<file path="src/rtl/cfgbr_pkg.sv">
package cfgbr_pkg;
  localparam int WORD_BYTES = 8;
  localparam int WORD_W     = 8 * WORD_BYTES;

  typedef enum logic [2:0] {
    S_IDLE, S_DECIDE, S_ISSUE, S_WAIT, S_DONE
  } brg_state_e;

  // mirror byte lanes: byte b <-> byte WORD_BYTES-1-b
  function automatic logic [WORD_W-1:0] lane_mirror(input logic [WORD_W-1:0] v);
    logic [WORD_W-1:0] r;
    for (int b = 0; b < WORD_BYTES; b++)
      r[8*b +: 8] = v[8*(WORD_BYTES-1-b) +: 8];
    return r;
  endfunction

  function automatic logic word_complete(input logic [WORD_BYTES-1:0] be);
    return &be;
  endfunction
endpackage

</file>
<file path="src/rtl/cfgbr_intercept.sv">
module cfgbr_intercept #(
  parameter int IDX_W = 32
) (
  input  logic [IDX_W-1:0] idx,
  input  logic             is_write,
  output logic             hit,
  output logic             give_id
);
  logic [31:0] key;
  logic        rd_zero, rd_id, wr_drop;

  assign key = 32'(idx);

  always_comb begin
    rd_id = (key == 32'h000F_000F);
    case (key)
      32'h0001_8002, 32'h0101_0C00, 32'h0101_0C03,
      32'h0009_0012, 32'h0009_0013, 32'h0009_0018,
      32'h0202_0007, 32'h0202_0009, 32'h0202_000F: rd_zero = 1'b1;
      default:                                     rd_zero = 1'b0;
    endcase
    case (key)
      32'h000F_000F,
      32'h0101_0C00, 32'h0101_0C01, 32'h0101_0C02,
      32'h0101_0C03, 32'h0101_0C04, 32'h0101_0C05,
      32'h0009_0012, 32'h0009_0013, 32'h0009_0018,
      32'h0202_0007, 32'h0202_0009, 32'h0202_000F: wr_drop = 1'b1;
      default:                                     wr_drop = 1'b0;
    endcase
  end

  assign hit     = is_write ? wr_drop : (rd_id | rd_zero);
  assign give_id = !is_write && rd_id;

  always_comb begin
    AST_ID_IMPLIES_HIT: assert (!give_id || hit);
  end
endmodule

</file>
<file path="src/rtl/cfgbr_status.sv">
module cfgbr_status (
  input  logic clk,
  input  logic rst_n,
  input  logic ev_done,
  input  logic ev_fail,
  input  logic clr,
  output logic done,
  output logic fail
);
  always_ff @(posedge clk) begin
    if (!rst_n) begin
      done <= 1'b0;
      fail <= 1'b0;
    end else begin
      done <= (done && !clr) || ev_done;
      fail <= (fail && !clr) || ev_fail;
    end
  end

  AST_FAIL_WITH_DONE: assert property (@(posedge clk) disable iff (!rst_n)
    fail |-> done);
  AST_STICKY_DONE: assert property (@(posedge clk) disable iff (!rst_n)
    done && !clr |=> done);
  AST_EVENT_WINS: assert property (@(posedge clk) disable iff (!rst_n)
    ev_done |=> done);
endmodule

</file>
<file path="src/rtl/cfgbus_bridge.sv">
module cfgbus_bridge #(
  parameter int          HA_W       = 40,
  parameter int          IDX_LSB    = 3,
  parameter int          IDX_W      = 32,
  parameter logic [63:0] CHIP_ID    = 64'h0123_4567_89AB_CDEF,
  parameter bit          SWAP_LANES = 1'b1,
  localparam int         DA_W       = IDX_W + IDX_LSB
) (
  input  logic            clk,
  input  logic            rst_n,
  input  logic            h_req,
  input  logic            h_we,
  input  logic [HA_W-1:0] h_addr,
  input  logic [7:0]      h_be,
  input  logic [63:0]     h_wdata,
  output logic            h_ready,
  output logic [63:0]     h_rdata,
  output logic            d_req,
  input  logic            d_ready,
  output logic            d_we,
  output logic [DA_W-1:0] d_addr,
  output logic [63:0]     d_wdata,
  input  logic            d_rsp,
  input  logic [63:0]     d_rdata,
  input  logic            d_err,
  input  logic            st_clr,
  output logic            st_done,
  output logic            st_fail
);
  import cfgbr_pkg::*;

  function automatic logic [DA_W-1:0] slot_addr(input logic [IDX_W-1:0] i);
    return {i, {IDX_LSB{1'b0}}};
  endfunction

  brg_state_e        state;
  logic [IDX_W-1:0]  idx_q;
  logic              we_q, full_q;
  logic [63:0]       wdata_q, rdata_q;
  logic              tbl_hit, tbl_id;
  logic [63:0]       ds_wdata, host_rd, host_id;
  logic              in_decide, in_wait;
  logic              ev_reject, ev_local, ev_resp, ev_done, ev_fail;
  logic              unused_hi;

  assign unused_hi = ^{h_addr[HA_W-1:DA_W], h_addr[IDX_LSB-1:0]};

  cfgbr_intercept #(.IDX_W(IDX_W)) u_tbl (
    .idx(idx_q), .is_write(we_q), .hit(tbl_hit), .give_id(tbl_id)
  );

  generate
    if (SWAP_LANES) begin : g_mirror
      assign ds_wdata = lane_mirror(wdata_q);
      assign host_rd  = lane_mirror(d_rdata);
      assign host_id  = lane_mirror(CHIP_ID);
    end else begin : g_direct
      assign ds_wdata = wdata_q;
      assign host_rd  = d_rdata;
      assign host_id  = CHIP_ID;
    end
  endgenerate

  assign in_decide = (state == S_DECIDE);
  assign in_wait   = (state == S_WAIT);
  assign ev_reject = in_decide && !full_q;
  assign ev_local  = in_decide && full_q && tbl_hit;
  assign ev_resp   = in_wait && d_rsp;
  assign ev_done   = ev_reject || ev_local || ev_resp;
  assign ev_fail   = ev_reject || (ev_resp && d_err);

  always_ff @(posedge clk) begin
    if (!rst_n) begin
      state   <= S_IDLE;
      idx_q   <= '0;
      we_q    <= 1'b0;
      full_q  <= 1'b0;
      wdata_q <= '0;
      rdata_q <= '0;
    end else begin
      case (state)
        S_IDLE: if (h_req) begin
          idx_q   <= h_addr[IDX_LSB +: IDX_W];
          we_q    <= h_we;
          full_q  <= word_complete(h_be);
          wdata_q <= h_wdata;
          state   <= S_DECIDE;
        end
        S_DECIDE: begin
          if (ev_reject) begin
            rdata_q <= '0;
            state   <= S_DONE;
          end else if (ev_local) begin
            rdata_q <= tbl_id ? host_id : '0;
            state   <= S_DONE;
          end else begin
            state   <= S_ISSUE;
          end
        end
        S_ISSUE: if (d_ready) state <= S_WAIT;
        S_WAIT: if (d_rsp) begin
          rdata_q <= (d_err || we_q) ? '0 : host_rd;
          state   <= S_DONE;
        end
        default: state <= S_IDLE;
      endcase
    end
  end

  assign h_ready = (state == S_DONE);
  assign h_rdata = rdata_q;
  assign d_req   = (state == S_ISSUE);
  assign d_we    = we_q;
  assign d_addr  = slot_addr(idx_q);
  assign d_wdata = ds_wdata;

  cfgbr_status u_st (
    .clk(clk), .rst_n(rst_n), .ev_done(ev_done), .ev_fail(ev_fail),
    .clr(st_clr), .done(st_done), .fail(st_fail)
  );

  AST_DREQ_HOLD: assert property (@(posedge clk) disable iff (!rst_n)
    d_req && !d_ready |=> d_req && $stable(d_addr) && $stable(d_we));
  AST_LOCAL_NO_DISPATCH: assert property (@(posedge clk) disable iff (!rst_n)
    ev_local |=> !d_req && h_ready);
  AST_READY_PULSE: assert property (@(posedge clk) disable iff (!rst_n)
    h_ready |=> !h_ready);
  AST_ERR_READ_ZERO: assert property (@(posedge clk) disable iff (!rst_n)
    ev_resp && d_err && !we_q |=> h_ready && h_rdata == '0 && st_fail);
  AST_PARTIAL_REJECT: assert property (@(posedge clk) disable iff (!rst_n)
    ev_reject |=> h_ready && !d_req && h_rdata == '0 && st_fail);
  AST_SUCCESS_DONE: assert property (@(posedge clk) disable iff (!rst_n)
    (ev_local || (ev_resp && !d_err)) |=> st_done);
endmodule

</file>
<file path="config.mk">
export PLATFORM = sky130hd
export DESIGN_NAME = cfgbus_bridge
export DESIGN_NICKNAME = d
export VERILOG_FILES = /design/src/rtl/cfgbr_pkg.sv /design/src/rtl/cfgbr_intercept.sv /design/src/rtl/cfgbr_status.sv /design/src/rtl/cfgbus_bridge.sv
export SDC_FILE = /design/constraint.sdc
export NUM_CORES = 1
export LEC_CHECK = 0
export ABC_CLOCK_PERIOD_IN_PS = 2700
export BUFFER_PORTS_ARGS = -buffer_cell sky130_fd_sc_hd__buf_2
export CORE_MARGIN = 5
export CORE_UTILIZATION = 41
export CTS_CLUSTER_DIAMETER = 60
export DETAILED_ROUTE_END_ITERATION = 6
export GPL_ROUTABILITY_DRIVEN = 1
export GPL_TIMING_DRIVEN = 0
export PLACE_DENSITY = 0.74
export SYNTH_ARGS = -nofsm -noshare
export SYNTH_HDL_FRONTEND = slang
export SYNTH_HIERARCHICAL = 1
export SYNTH_SLANG_ARGS = --single-unit
</file>
<file path="constraint.sdc">
create_clock -name clk -period 2.7 [get_ports clk]
set_input_delay 0 -clock clk [delete_from_list [all_inputs] [get_ports clk]]
set_output_delay 0 -clock clk [all_outputs]
set_load 0.02 [all_outputs]
</file>
; Yosys cells after proc, flatten, opt, wreduce, memory -nomap -nowiden
; Index checks and enable logic that the tools add are counted.
; Widths: inputs -> output; s select.
[classes]
n_eq_ne = 22
mux = 15
bitwise_logic = 1
n_reduce_logical = 25
[ops]
columns = operator, count
row1 = $mux 64, 5
row2 = $eq 32x25->1 const B, 6
row3 = $eq 32x20->1 const B, 4
row4 = $pmux 64 s2, 1
row5 = $eq 32x26->1 const B, 3
row6 = $eq 32x17->1 const B, 1
row7 = $mux 3, 5
row8 = $reduce_or 13->1, 1
row9 = $pmux 3 s4, 1
row10 = $reduce_or 9->1, 1
row11 = $logic_and 1x1->1, 8
row12 = $reduce_and 8->1, 1
row13 = $eq 3x2->1 const B, 2
row14 = $logic_or 1x1->1, 6
row15 = $reduce_and 3->1, 2
row16 = $ne 2x2->1 const B, 2
row17 = $eq 3x1->1 const B, 1
row18 = $eq 3x3->1 const B, 1
row19 = $logic_not 1->1, 3
row20 = $logic_not 3->1, 1
row21 = $mux 1, 3
row22 = $ne 3x1->1 const B, 1
row23 = $ne 2x1->1 const B, 1
row24 = $reduce_and 2->1, 1
row25 = 2 further kinds, 2
[word_totals]
reg_bits = 167
inputBits = 184
out_inout_bits = 168
wordCells = 71

; Longest topological paths before layout
; Gate-level depths: netlist of the first run.
[depth]
word_depth = 9
mapped_depth = 11
mapped_depth_nobuf = 9

; Cells and area by module
; The synthesis of the first run kept the hierarchy.
[by_module_without_submodules]
columns = mod, instances, cells_per_inst, area_per_inst_um2, seq_area_each_um2
row1 = cfgbus_bridge, 1, 758, 6341.1, 3303.2
row2 = cfgbr_intercept, 1, 38, 250.2, 0.0
row3 = cfgbr_status, 1, 6, 67.6, 40.0

; Least setup slack after synthesis of the first run
; No wires, ideal clock.
[synth_path]
kind = register to register
start = register idx_q[27]
end = register rdata_q[16] (netlist: h_rdata[16])
arrival_time_ps = 2670
t_required_ps = 2605
setup_slack_ps = -65
path_stages_with_launch = 11
n_path_buf = 2
synth_period_minus_slack_ps = 2765
cell_sequence = dfxtp_1 -> or4_4 -> nor4_4 -> nand4b_1 -> a211oi_1 -> or3_1 -> nor3b_2 -> or3_1 -> buf_2 -> buf_2 -> a221oi_1
[synth_between]
elab_chain_cells = 8
elab_cells_between_ends = 28
cone_classes = eq/ne: 15 / mux: 7 / bitwise: 1 / reduce/logical: 5
[synth_rtl]
columns = element, line_no
row1 = start: declaration, cfgbus_bridge.sv:37  ; logic [IDX_W-1:0] idx_q;
row2 = start signal: assignment, cfgbus_bridge.sv:83  ; idx_q <= h_addr[IDX_LSB +: IDX_W];
row3 = "$eq 32x17->1, or another cell as far along", cfgbr_intercept.sv:16  ; case (key)
row4 = $reduce_or 9->1, cfgbr_intercept.sv:16
row5 = $mux 1, cfgbr_intercept.sv:16
row6 = $or 1x1->1, cfgbr_intercept.sv:32  ; assign hit = is_write ? wr_drop : (rd_id | rd_zero);
row7 = $mux 1 (*), cfgbr_intercept.sv:32
row8 = named net tbl_hit, cfgbus_bridge.sv:40  ; logic tbl_hit, tbl_id;
row9 = $logic_and 1x1->1 (*), cfgbus_bridge.sv:67  ; assign ev_local = in_decide && full_q && tbl_hit;
row10 = $ne 3x1->1 (no line) (*), --
row11 = $reduce_and 3->1 (no line) (*), --
row12 = end signal: assignment, cfgbus_bridge.sv:94  ; rdata_q <= tbl_id ? host_id : '0;
row13 = end signal: assignment, cfgbus_bridge.sv:102  ; rdata_q <= (d_err || we_q) ? '0 : host_rd;
row14 = end: declaration, cfgbus_bridge.sv:39  ; logic [63:0] wdata_q, rdata_q;
; The timed path passes the listed nets; every way through them passes the cells marked *. The select of a mux whose other input is x is not followed.
; A chain may end at the register's enable or synchronous reset.

; Worst setup path after layout of the first run
[layout_path]
start = register idx_q[27]
end = register rdata_q[18] (netlist: h_rdata[18])
; The elaborated chain is that of the path after synthesis.

==> impl_results.md, run 1 <==
- VDD IR-drop max: 0.0004076 V
- Register Area: 3349 um2
- Adder-cell area share of the yosys netlist: 0%
- Reg-to-Reg Start: idx_q[27]
- Crit. End Element: register
- H-tree Lvls: 4
- Final setup vio count: 64
- Clock skew: 0.01734 ns
- WL final: 28.04 mm
- Async set-reset flop share out of synthesis: 0%
- Crit path DAT: 3.17 ns
- Clk sinks: 167
- Clock root buffer: clkbuf_16
- Row cnt: 46
- Vias in the first global route: 8379
- Xor/xnor share of the synthesized area: 0%
- Initial antenna violation count: 0
- Worst Hold Launch: h_be[0]
- Congestion Overflow GR: 0
- Share of cells above drive strength 1: 34.66%
- Max_cap viols: 0
- CP max FO: 7
- Area of the multi-input gates: 3278 um2
- Final min period: 2.845 ns
- Max-slew violation count: 0
- DR iter-0 viols: 547
- Crit path largest cell delay: 0.54 ns
- Fill cells: 1080
- Synth area leaders: dfxtp_1, nand2_1, a21oi_1
- DIE HEIGHT: 137.4 um
- PD cells: 546.3 nW/um2
- Area grow syn2layout: 74.05%
- Drt pass-1 iters: 6
- LEAKAGE: 0.005092 uW
- Status: complete, but fails checks
- Drt drc: 0
- Min-Delay Path Class: in2reg
- RSZ-0062 raised after global routing: yes
- Prevailing post-synth register cell: dfxtp_1
- Largest net degree at the start of global routing: 18
- Clock slew at reported path FFs: 0.08 ns
- Failing checks: setup timing
- DR WL/cell: 17.83 um
- Area share of the largest cell type after synthesis: 50.21%
- Clk_lat worst skew: 0.43 ns
- CTS max path bufs: 2
- Crit-path cells: or4_4 > nor4_4 > nand4b_1 > a211oi_2 > or3_4 > nor3b_4 > or3_4 > buf_12 > buf_12 > a221oi_4
- Cells after Synth: 802
- CTS tree: built
- Compound-gate portion of the synthesized area: 20.99%
- Share of the yosys chip area belonging to registers: 50.21%
- Mux contribution to synthesized area: 0%
- Post-synth EDFFs: 0
- Worst-margin pin slew: 0.8600 ns
- Remaining antenna violation count after routing: 0
- Core footprint: 15890 um2
- Slew HR: 42.67%
- Final TNS setup: -4.542 ns
- Fin Hold WS: 0.04656 ns
- Port bufs: 340
- Max Clock Freq: 351.5 MHz
- Final Hold Vio Count: 0
- Avg Inst Size Synth: 8.303 um2
- Pwr Total: 6332 uW
- Worst setup path start: idx_q[27]
- Yosys top cell by area: dfxtp_1
- Required time of the worst setup path: 3.03 ns
- CTS buffer count: 17
- Fin crit share: 105.4%
- GR Util All Layers: 28.18%
- Die extent in x: 137.4 um
- Final HPWL DP: 17.61 mm
- Initial Util: 41.92%
- Final net count: 1527
- Routed vias: 8315
- Global-route wire length before repair: 42.18 mm
- Setup ws final: -0.1449 ns
- Master of the slowest instance on the critical path: or4_4
- Post-synthesis register bit count: 167
- Path type of the worst setup path: reg2reg
- Syn. warnings: 6
- Simple-gate share of the synthesized area: 21.97%
- # IOs: 352
- Die area: 18890 um2
- GPL Wtd Cong: 0.8760
- Distinct cells, synth: 43
- Post-DR vias/cell: 5.286
- Synthesized area: 6659 um2
- Critical Path Start Type: register
- Main combinational cell family by area after synthesis: simple AND/OR/NAND/NOR gates
## power breakdown
group | switching (uW) | total (uW) | internal [uW]
Sequential | 86.9 | 2680 | 2590
Clock | 1130 | 2470 | 1340
Combinational | 653 | 1190 | 536
Total | 1870 | 6330 | 4460
## cells in the mapped netlist (all sizes together) (3+ instances only)
| cell | number |
|---|---|
| nand3b | 33 |
| a21oi | 103 |
| clkbuf | 55 |
| nor4 | 7 |
| dfxtp | 167 |
| nand2 | 231 |
| o31ai | 32 |
| nor2b | 5 |
| nand2b | 5 |
| nor2 | 7 |
| buf | 21 |
| nor3b | 3 |
| nand4 | 4 |
| a221oi | 32 |
| or3 | 5 |
| inv | 36 |
| o311ai | 32 |
## metal layers
layer	GRT usage (%)	part of all wire [%]	vias up
met5	0	0	-
met4	16.69	5.5	0
met3	7.195	8.2	111
met2	48.40	49	431
met1	31.33	37	3895
li1	-	-	3878
## timing repair
item,CTS,global route
setup endpoints to repair,65,66
endpoints found under the hold margin,167,0
hold buffers,170,0
cloned,3,0
pin swaps,42,10
gates resized for setup,91,31
setup buffers,5,3
## worst max-delay path: cells and delay by family, from the launching register on
family	cells	cell delay (ns)
buffers and inverters	2	0.31
flip-flops	1	0.33
AO/OA/AOI/OAI	2	0.46
AND/OR/NAND/NOR	6	1.62
## flip-flops by register name, summed over array words and instances (netlist names)
signal	cells
h_rdata	64
wdata_q	64
idx_q	32
state	3
d_we	1
full_q	1
u_st/done	1
u_st/fail	1
## per-stage QoR
step | instances | setup slack (ns) | cell area, um2 | utilization (%)
finish | 1573 | -0.1449 | 11590 | 72.96
global route | 1572 | -0.2533 | 11590 | 72.94
CTS | 1570 | -0.1206 | 11450 | 72.05
detailed placement | 1360 | -0.4132 | 8648 | 54.44
global placement | 1360 | -0.3864 | 8648 | 54.44
floorplan | 804 | 0.006662 | 6676 | -
## logic make-up after synthesis
| family | after synthesis |
|---|---|
| flops | 167 |
| compound gates | 209 |
| other cells | 1 |
| buf+inv | 112 |
| simple gates | 313 |
## placed cells by master, fill, tap and decap left out, types with 3 or more instances in the layout
master	synthesis	routed
buf_12	0	3
nand4_1	4	4
o31ai_1	32	22
nor2_1	7	7
nor4_1	6	4
o311ai_1	3	17
dfxtp_1	167	162
a21oi_1	103	103
nand2b_1	4	4
clkbuf_16	0	17
buf_2	13	350
dlygate4sd3_1	0	170
buf_4	4	13
or3_1	5	3
a221oi_1	32	6
inv_1	36	36
o311ai_2	0	7
nor2b_1	5	5
a221oi_4	0	5
inv_6	0	7
inv_8	0	4
clkbuf_1	55	48
nand2_1	231	231
conb_1	1	3
nand3b_1	33	33
dfxtp_2	0	5
o31ai_2	0	7
o31ai_4	0	3
a221oi_2	0	21
o311ai_0	29	8
## layout make-up
class                   instances  area share (%)
diodes                          1         0.02159
plain buffers                  75           3.584
clock buffers                  18           3.789
clock inverters                14           1.285
inverters                      36           1.166
multi-input cells             525           28.28
flip-flops and latches        167           28.90
well taps                     216           2.332
repair buffers                521           30.64
## path summary, 6_finish.rpt
check,to,slack [ns],cells after the start
worst max-delay path,h_rdata[18],-0.14,10
worst min-delay path,full_q,0.05,4
worst max register to register,h_rdata[18],-0.14,10
worst min register to register,wdata_q[44],0.45,2
Power figures use the tool's default switching activity.
==> run 2, diff against run 1 <==
- HOLD_SLACK_MARGIN: default -> 0.06
==> impl_results.md, run 2 (same netlist as run 1, synthesis figures left out) <==
- Clk_lat worst skew: 0.43 ns (about the same)
- # IOs: 352 (unchanged)
- Worst setup path start: idx_q[27] (unchanged)
- Clock root buffer: clkbuf_16 (unchanged)
- Clock skew: 0.01542 ns (was 0.01734 ns)
- Die extent in x: 137.4 um (unchanged)
- Max-slew violation count: 0 (unchanged)
- Port bufs: 340 (unchanged)
- Row cnt: 46 (unchanged)
- Share of cells above drive strength 1: 34.58% (was 34.66%)
- CP max FO: 7 (unchanged)
- Failing checks: setup timing (unchanged)
- Area grow syn2layout: 74.50% (was 74.05%)
- GR Util All Layers: 28.29% (was 28.18%)
- Routed vias: 8304 (was 8315)
- PD cells: 545.1 nW/um2 (was 546.3 nW/um2)
- GPL Wtd Cong: 0.8760 (unchanged)
- Congestion Overflow GR: 0 (unchanged)
- Worst-margin pin slew: 0.8596 ns (was 0.8600 ns)
- H-tree Lvls: 4 (unchanged)
- DR WL/cell: 17.92 um (was 17.83 um)
- Status: complete, but fails checks (unchanged)
- Initial Util: 41.92% (unchanged)
- Area of the multi-input gates: 3278 um2 (unchanged)
- Final min period: 2.842 ns (was 2.845 ns)
- Vias in the first global route: 8382 (was 8379)
- Global-route wire length before repair: 42.35 mm (was 42.18 mm)
- RSZ-0062 raised after global routing: yes (unchanged)
- Core footprint: 15890 um2 (unchanged)
- WL final: 28.24 mm (was 28.04 mm)
- Reg-to-Reg Start: idx_q[27] (unchanged)
- VDD IR-drop max: 0.0004005 V (was 0.0004076 V)
- Path type of the worst setup path: reg2reg (unchanged)
- Initial antenna violation count: 0 (unchanged)
- Clock slew at reported path FFs: 0.08 ns (about the same)
- Largest net degree at the start of global routing: 18 (unchanged)
- Final HPWL DP: 17.61 mm (unchanged)
- R2R Setup Slk: -0.14 ns (about the same)
- Critical Path Start Type: register (unchanged)
- R2r endpoint: h_rdata[18] (unchanged)
- Fill cells: 1085 (was 1080)
- Post-DR vias/cell: 5.269 (was 5.286)
- Slew HR: 42.69% (was 42.67%)
- Non-Filler Instances: 1576 (was 1573)
- LEAKAGE: 0.005101 uW (was 0.005092 uW)
- Finished layout cell area: 11620 um2 (was 11590 um2)
- Remaining antenna violation count after routing: 0 (unchanged)
- Crit path DAT: 3.16 ns (was 3.17 ns)
- Register Area: 3349 um2 (unchanged)
- Post-Place Cells: 1360 (unchanged)
- Crit. End Element: register (unchanged)
- Final net count: 1530 (was 1527)
- Drt drc: 0 (unchanged)
- Most common cell after layout, fill and taps aside: buf_2 (unchanged)
- Required time of the worst setup path: 3.02 ns (was 3.03 ns)
- Final setup vio count: 64 (unchanged)
- Setup ws final: -0.1421 ns (was -0.1449 ns)
- Register-to-Register Path Depth: 10 (unchanged)
- Min-Delay Path Class: in2reg (unchanged)
- Final Hold Vio Count: 0 (unchanged)
- Max Clock Freq: 351.8 MHz (was 351.5 MHz)
- Clk sinks: 167 (unchanged)
- Most frequent cells in the layout: buf_2, nand2_1, dlygate4sd3_1 (unchanged)
- Placement Cell Area: 8648 um2 (unchanged)
- Die area: 18890 um2 (unchanged)
- CTS max path bufs: 2 (unchanged)
- Drt pass-1 iters: 6 (unchanged)
- CTS buffer count: 17 (unchanged)
- DIE HEIGHT: 137.4 um (unchanged)
- DR iter-0 viols: 606 (was 547)
- Max_cap viols: 0 (unchanged)
- Crit path capture: h_rdata[18] (unchanged)
- CTS tree: built (unchanged)
- Fin crit share: 105.3% (was 105.4%)
==> run 2: how the worst min path moves through the flow <==
stage,slack (ns),end,startpoint,depth (start not counted)
CTS,0.07,h_rdata[2],d_err,3
detailed placement,0.25,wdata_q[53],h_wdata[53],3
finish,0.13,h_rdata[1],d_err,3
global placement,0.24,idx_q[27],h_addr[30],3
floorplan,0.12,u_st/done,rst_n,1
global route,0.17,h_rdata[1],d_err,3
==> run 2: final cells by class <==
type	count	area share, %
Timing Repair Buffer	524	30.82
Buffer	75	3.575
Sequential cell	167	28.83
Clock inverter	14	1.281
Clock buffer	18	3.779
Multi-Input combinational cell	525	28.21
Inverter	36	1.163
Antenna cell	1	0.02154
Tap cell	216	2.326
==> run 2: power breakdown <==
part / switching (uW) / internal [uW]
combinational: 654 / 537
clock: 1130 / 1340
sequential: 87.4 / 2590
==> run 2: through the flow <==
step	setup WS (ns)	TNS (ns)	total power, uW	hold slack (ns)	util, %
6_report	-0.1421	-4.405	6334	0.1266	73.15
5_1_grt	-0.2555	-12.29	6560	0.1668	73.13
4_1_cts	-0.1206	-5.653	6285	0.07274	72.24
3_5_place_dp	-0.4132	-20.25	3582	0.2460	54.44
3_3_place_gp	-0.3864	-18.08	3575	0.2390	54.44
2_1_floorplan	0.006662	0	3202	0.1175	-
==> run 2: per-layer routing <==
layer | part of all wire, % | GRT usage, % | vias to the layer above
li1 | - | - | 3887
met1 | 37 | 31.48 | 3873
met2 | 50 | 49.11 | 440
met3 | 8.1 | 7.085 | 104
met4 | 5.0 | 15.85 | 0
met5 | 0 | 0 | -
==> run 2: repair_timing <==
item | CTS | global route
gates cloned | 3 | 0
resized for setup | 91 | 31
hold endpoints to repair | 167 | 0
setup buffers | 5 | 3
setup endpoints to repair | 65 | 66
hold buffers | 173 | 0
pin swaps | 42 | 10
==> run 2: critical path, cell delays in order, from the launching register on <==
cell and delay, ns:
dfxtp_2 0.33, or4_4 0.54, nor4_4 0.26, nand4b_1 0.19, a211oi_2 0.19, or3_4 0.18, nor3b_4 0.06, or3_4 0.40
buf_12 0.17, buf_12 0.14, a221oi_4 0.27
==> run 3, diff against run 2 <==
- CORE_AREA: default -> 2 2 135 137
- CORE_MARGIN: 5 -> default
- CORE_UTILIZATION: 41 -> default
- DIE_AREA: default -> 0 0 137 139
- PLACE_DENSITY: 0.74 -> 0.69
==> impl_results.md, run 3 (same netlist as run 1, synthesis figures left out) <==
- Register-to-Register Path Depth: 10 (unchanged)
- Worst path bufs/invs: 2 (unchanged)
- VDD IR-drop max: 0.0004152 V (was 0.0004005 V)
- Slew HR: 26.72% (was 42.69%)
- Required time of the worst setup path: 3.04 ns (was 3.02 ns)
- Register share of total power: 42.3% (was 42.2%)
- Comb power frac: 18.7% (was 18.8%)
- CTS tree: built (unchanged)
- Max-slew violation count: 0 (unchanged)
- Core footprint: 17660 um2 (was 15890 um2)
- Master of the slowest instance on the critical path: or4_4 (unchanged)
- Clock power frac: 38.9% (was 39.0%)
- WL final: 26.88 mm (was 28.24 mm)
- Post-DR vias/cell: 5.138 (was 5.269)
- Most common cell after layout, fill and taps aside: buf_2 (unchanged)
- Path type of the worst setup path: reg2reg (unchanged)
- Clk sinks: 167 (unchanged)
- LEAKAGE: 0.005076 uW (was 0.005101 uW)
- Drt drc: 0 (unchanged)
- Congestion Overflow GR: 0 (unchanged)
- CTS max path bufs: 2 (unchanged)
- Routed vias: 8159 (was 8304)
- Top Family by Delay on Critical Path: simple AND/OR/NAND/NOR gates (unchanged)
- Global-route wire length before repair: 41.15 mm (was 42.35 mm)
- Clock slew at reported path FFs: 0.07 ns (was 0.08 ns)
- Final setup vio count: 65 (was 64)
- Final Util: 66.19% (was 73.15%)
- Clk_lat worst skew: 0.43 ns (about the same)
- Initial antenna violation count: 2 (was 0)
- CP max FO: 10 (was 7)
- CTS buffer count: 17 (unchanged)
- Worst-margin pin slew: 1.099 ns (was 0.8596 ns)
- Share of cells above drive strength 1: 34.93% (was 34.58%)
- Final TNS setup: -7.000 ns (was -4.405 ns)
- Max_cap viols: 0 (unchanged)
- Crit path DAT: 3.21 ns (was 3.16 ns)
- DR WL/cell: 16.93 um (was 17.92 um)
- Internal Power: 4433 uW (was 4467 uW)
- Clock skew: 0.01410 ns (was 0.01542 ns)
- Crit-path cells: or4_4 > nor4_4 > nand4b_1 > a211oi_2 > or3_4 > nor3b_4 > or3_4 > buf_12 > buf_4 > o31ai_2 (was or4_4 > nor4_4 > nand4b_1 > a211oi_2 > or3_4 > nor3b_4 > or3_4 > buf_12 > buf_12 > a221oi_4)
- Final min period: 2.864 ns (was 2.842 ns)
- RSZ-0062 raised after global routing: yes (unchanged)
- Failing checks: setup timing (unchanged)
- Crit. End Element: register (unchanged)
- CP most frequent cell: or3_4
- Max Clock Freq: 349.1 MHz (was 351.8 MHz)
- Clock root buffer: clkbuf_16 (unchanged)
- Most frequent cells in the layout: buf_2, nand2_1, dlygate4sd3_1 (unchanged)
- DR iter-0 viols: 396 (was 606)
- PD cells: 540.0 nW/um2 (was 545.1 nW/um2)
- Critical Path Start Type: register (unchanged)
- Die extent in x: 137 um (was 137.4 um)
- Initial Util: 37.71% (was 41.92%)
- Crit path largest cell delay: 0.54 ns (about the same)
- Area grow syn2layout: 75.52% (was 74.50%)
- Hold path depth: 3 (unchanged)
- Post-Place Cells: 1373 (was 1360)
- Vias in the first global route: 8235 (was 8382)
- Fin crit share: 106.1% (was 105.3%)
- Drt pass-1 iters: 7 (was 6)
- Port bufs: 340 (unchanged)
- Remaining antenna violation count after routing: 0 (unchanged)
- Switching share of power: 29.75% (was 29.48%)
- Final HPWL DP: 17.09 mm (was 17.61 mm)
- Fin Hold WS: 0.1198 ns (was 0.1266 ns)
- # IOs: 352 (unchanged)
- Largest net degree at the start of global routing: 18 (unchanged)
- Status: complete, but fails checks (unchanged)
- Row cnt: 49 (was 46)
- DIE HEIGHT: 139 um (was 137.4 um)
- Final Hold Vio Count: 0 (unchanged)
- GPL Wtd Cong: 0.8503 (was 0.8760)
- Final net count: 1528 (was 1530)
- H-tree Lvls: 4 (unchanged)
- Min-Delay Path Class: in2reg (unchanged)
- Non-Filler Instances: 1588 (was 1576)
- Sw power: 1878 uW (was 1868 uW)
- Setup ws final: -0.1642 ns (was -0.1421 ns)
- GR Util All Layers: 27.16% (was 28.29%)
- Die area: 19040 um2 (was 18890 um2)
- Worst path depth: 10 (unchanged)
-- run 3: cell types whose count changed in the layout (fill, tap and decap cells not counted), sizes merged --
cell,previous run,this run
buf,373,369
bufbuf,1,0
clkbuf,70,73
clkinv,1,2
clkinvlp,1,2
diode,1,2
inv,47,45
-- run 3: area by class of cell --
type	instances	area, um2
Fill cell	1388	5969
Timing Repair Buffer	521	3531
Multi-Input combinational cell	525	3393
Sequential cell	167	3347
Clock buffer	18	429.2
Buffer	76	404.1
Tap cell	229	286.5
Clock inverter	14	156.4
Inverter	36	135.1
Antenna cell	2	5.005
-- run 3: worst min-delay path, delay by kind of cell --
family	cells	cell delay [ns]
buf+inv	1	0.16
simple gates	1	0.24
compound gates	1	0.10
-- run 3: through the flow --
step,total power (uW),instance area (um2),setup slack [ns]
after floorplan,3202,6676,0.006662
after global placement,3573,8665,-0.3959
after detailed placement,3580,8665,-0.4478
after CTS,6267,11370,-0.1605
after global routing,6536,11690,-0.2859
final,6311,11690,-0.1642
-- run 3: worst paths after layout --
kind / start / end / slack (ns)
worst max-delay path: idx_q[27] / h_rdata[7] / -0.16
worst min-delay path: d_err / h_rdata[2] / 0.12
worst max register to register: idx_q[27] / h_rdata[7] / -0.16
worst min register to register: wdata_q[49] / wdata_q[49] / 0.45
-- run 3: metal layers --
metal	part of all wire [%]	GRT usage, %	up-vias
met5	0	0	-
met4	4.3	14.60	0
met1	37	30.08	3796
met2	51	47.19	384
li1	-	-	3892
met3	7.0	6.725	87
-- run 3: power by group through the flow --
stage | sequential [uW] | combinational, uW | clock, uW
after detailed placement | 2720 | 858 | 0
final | 2670 | 1180 | 2460
after global routing | 2690 | 1260 | 2590
after CTS | 2670 | 1110 | 2490
after floorplan | 2860 | 337 | 0
after global placement | 2720 | 854 | 0
-- run 3: what timing repair did --
item / in CTS / in global routing
hold endpoints to repair: 167 / 0
cloned: 1 / 1
endpoints found under the setup margin: 65 / 65
hold buffers: 173 / 0
buffers inserted: 5 / 1
pin swaps: 16 / 20
gates resized for setup: 66 / 61
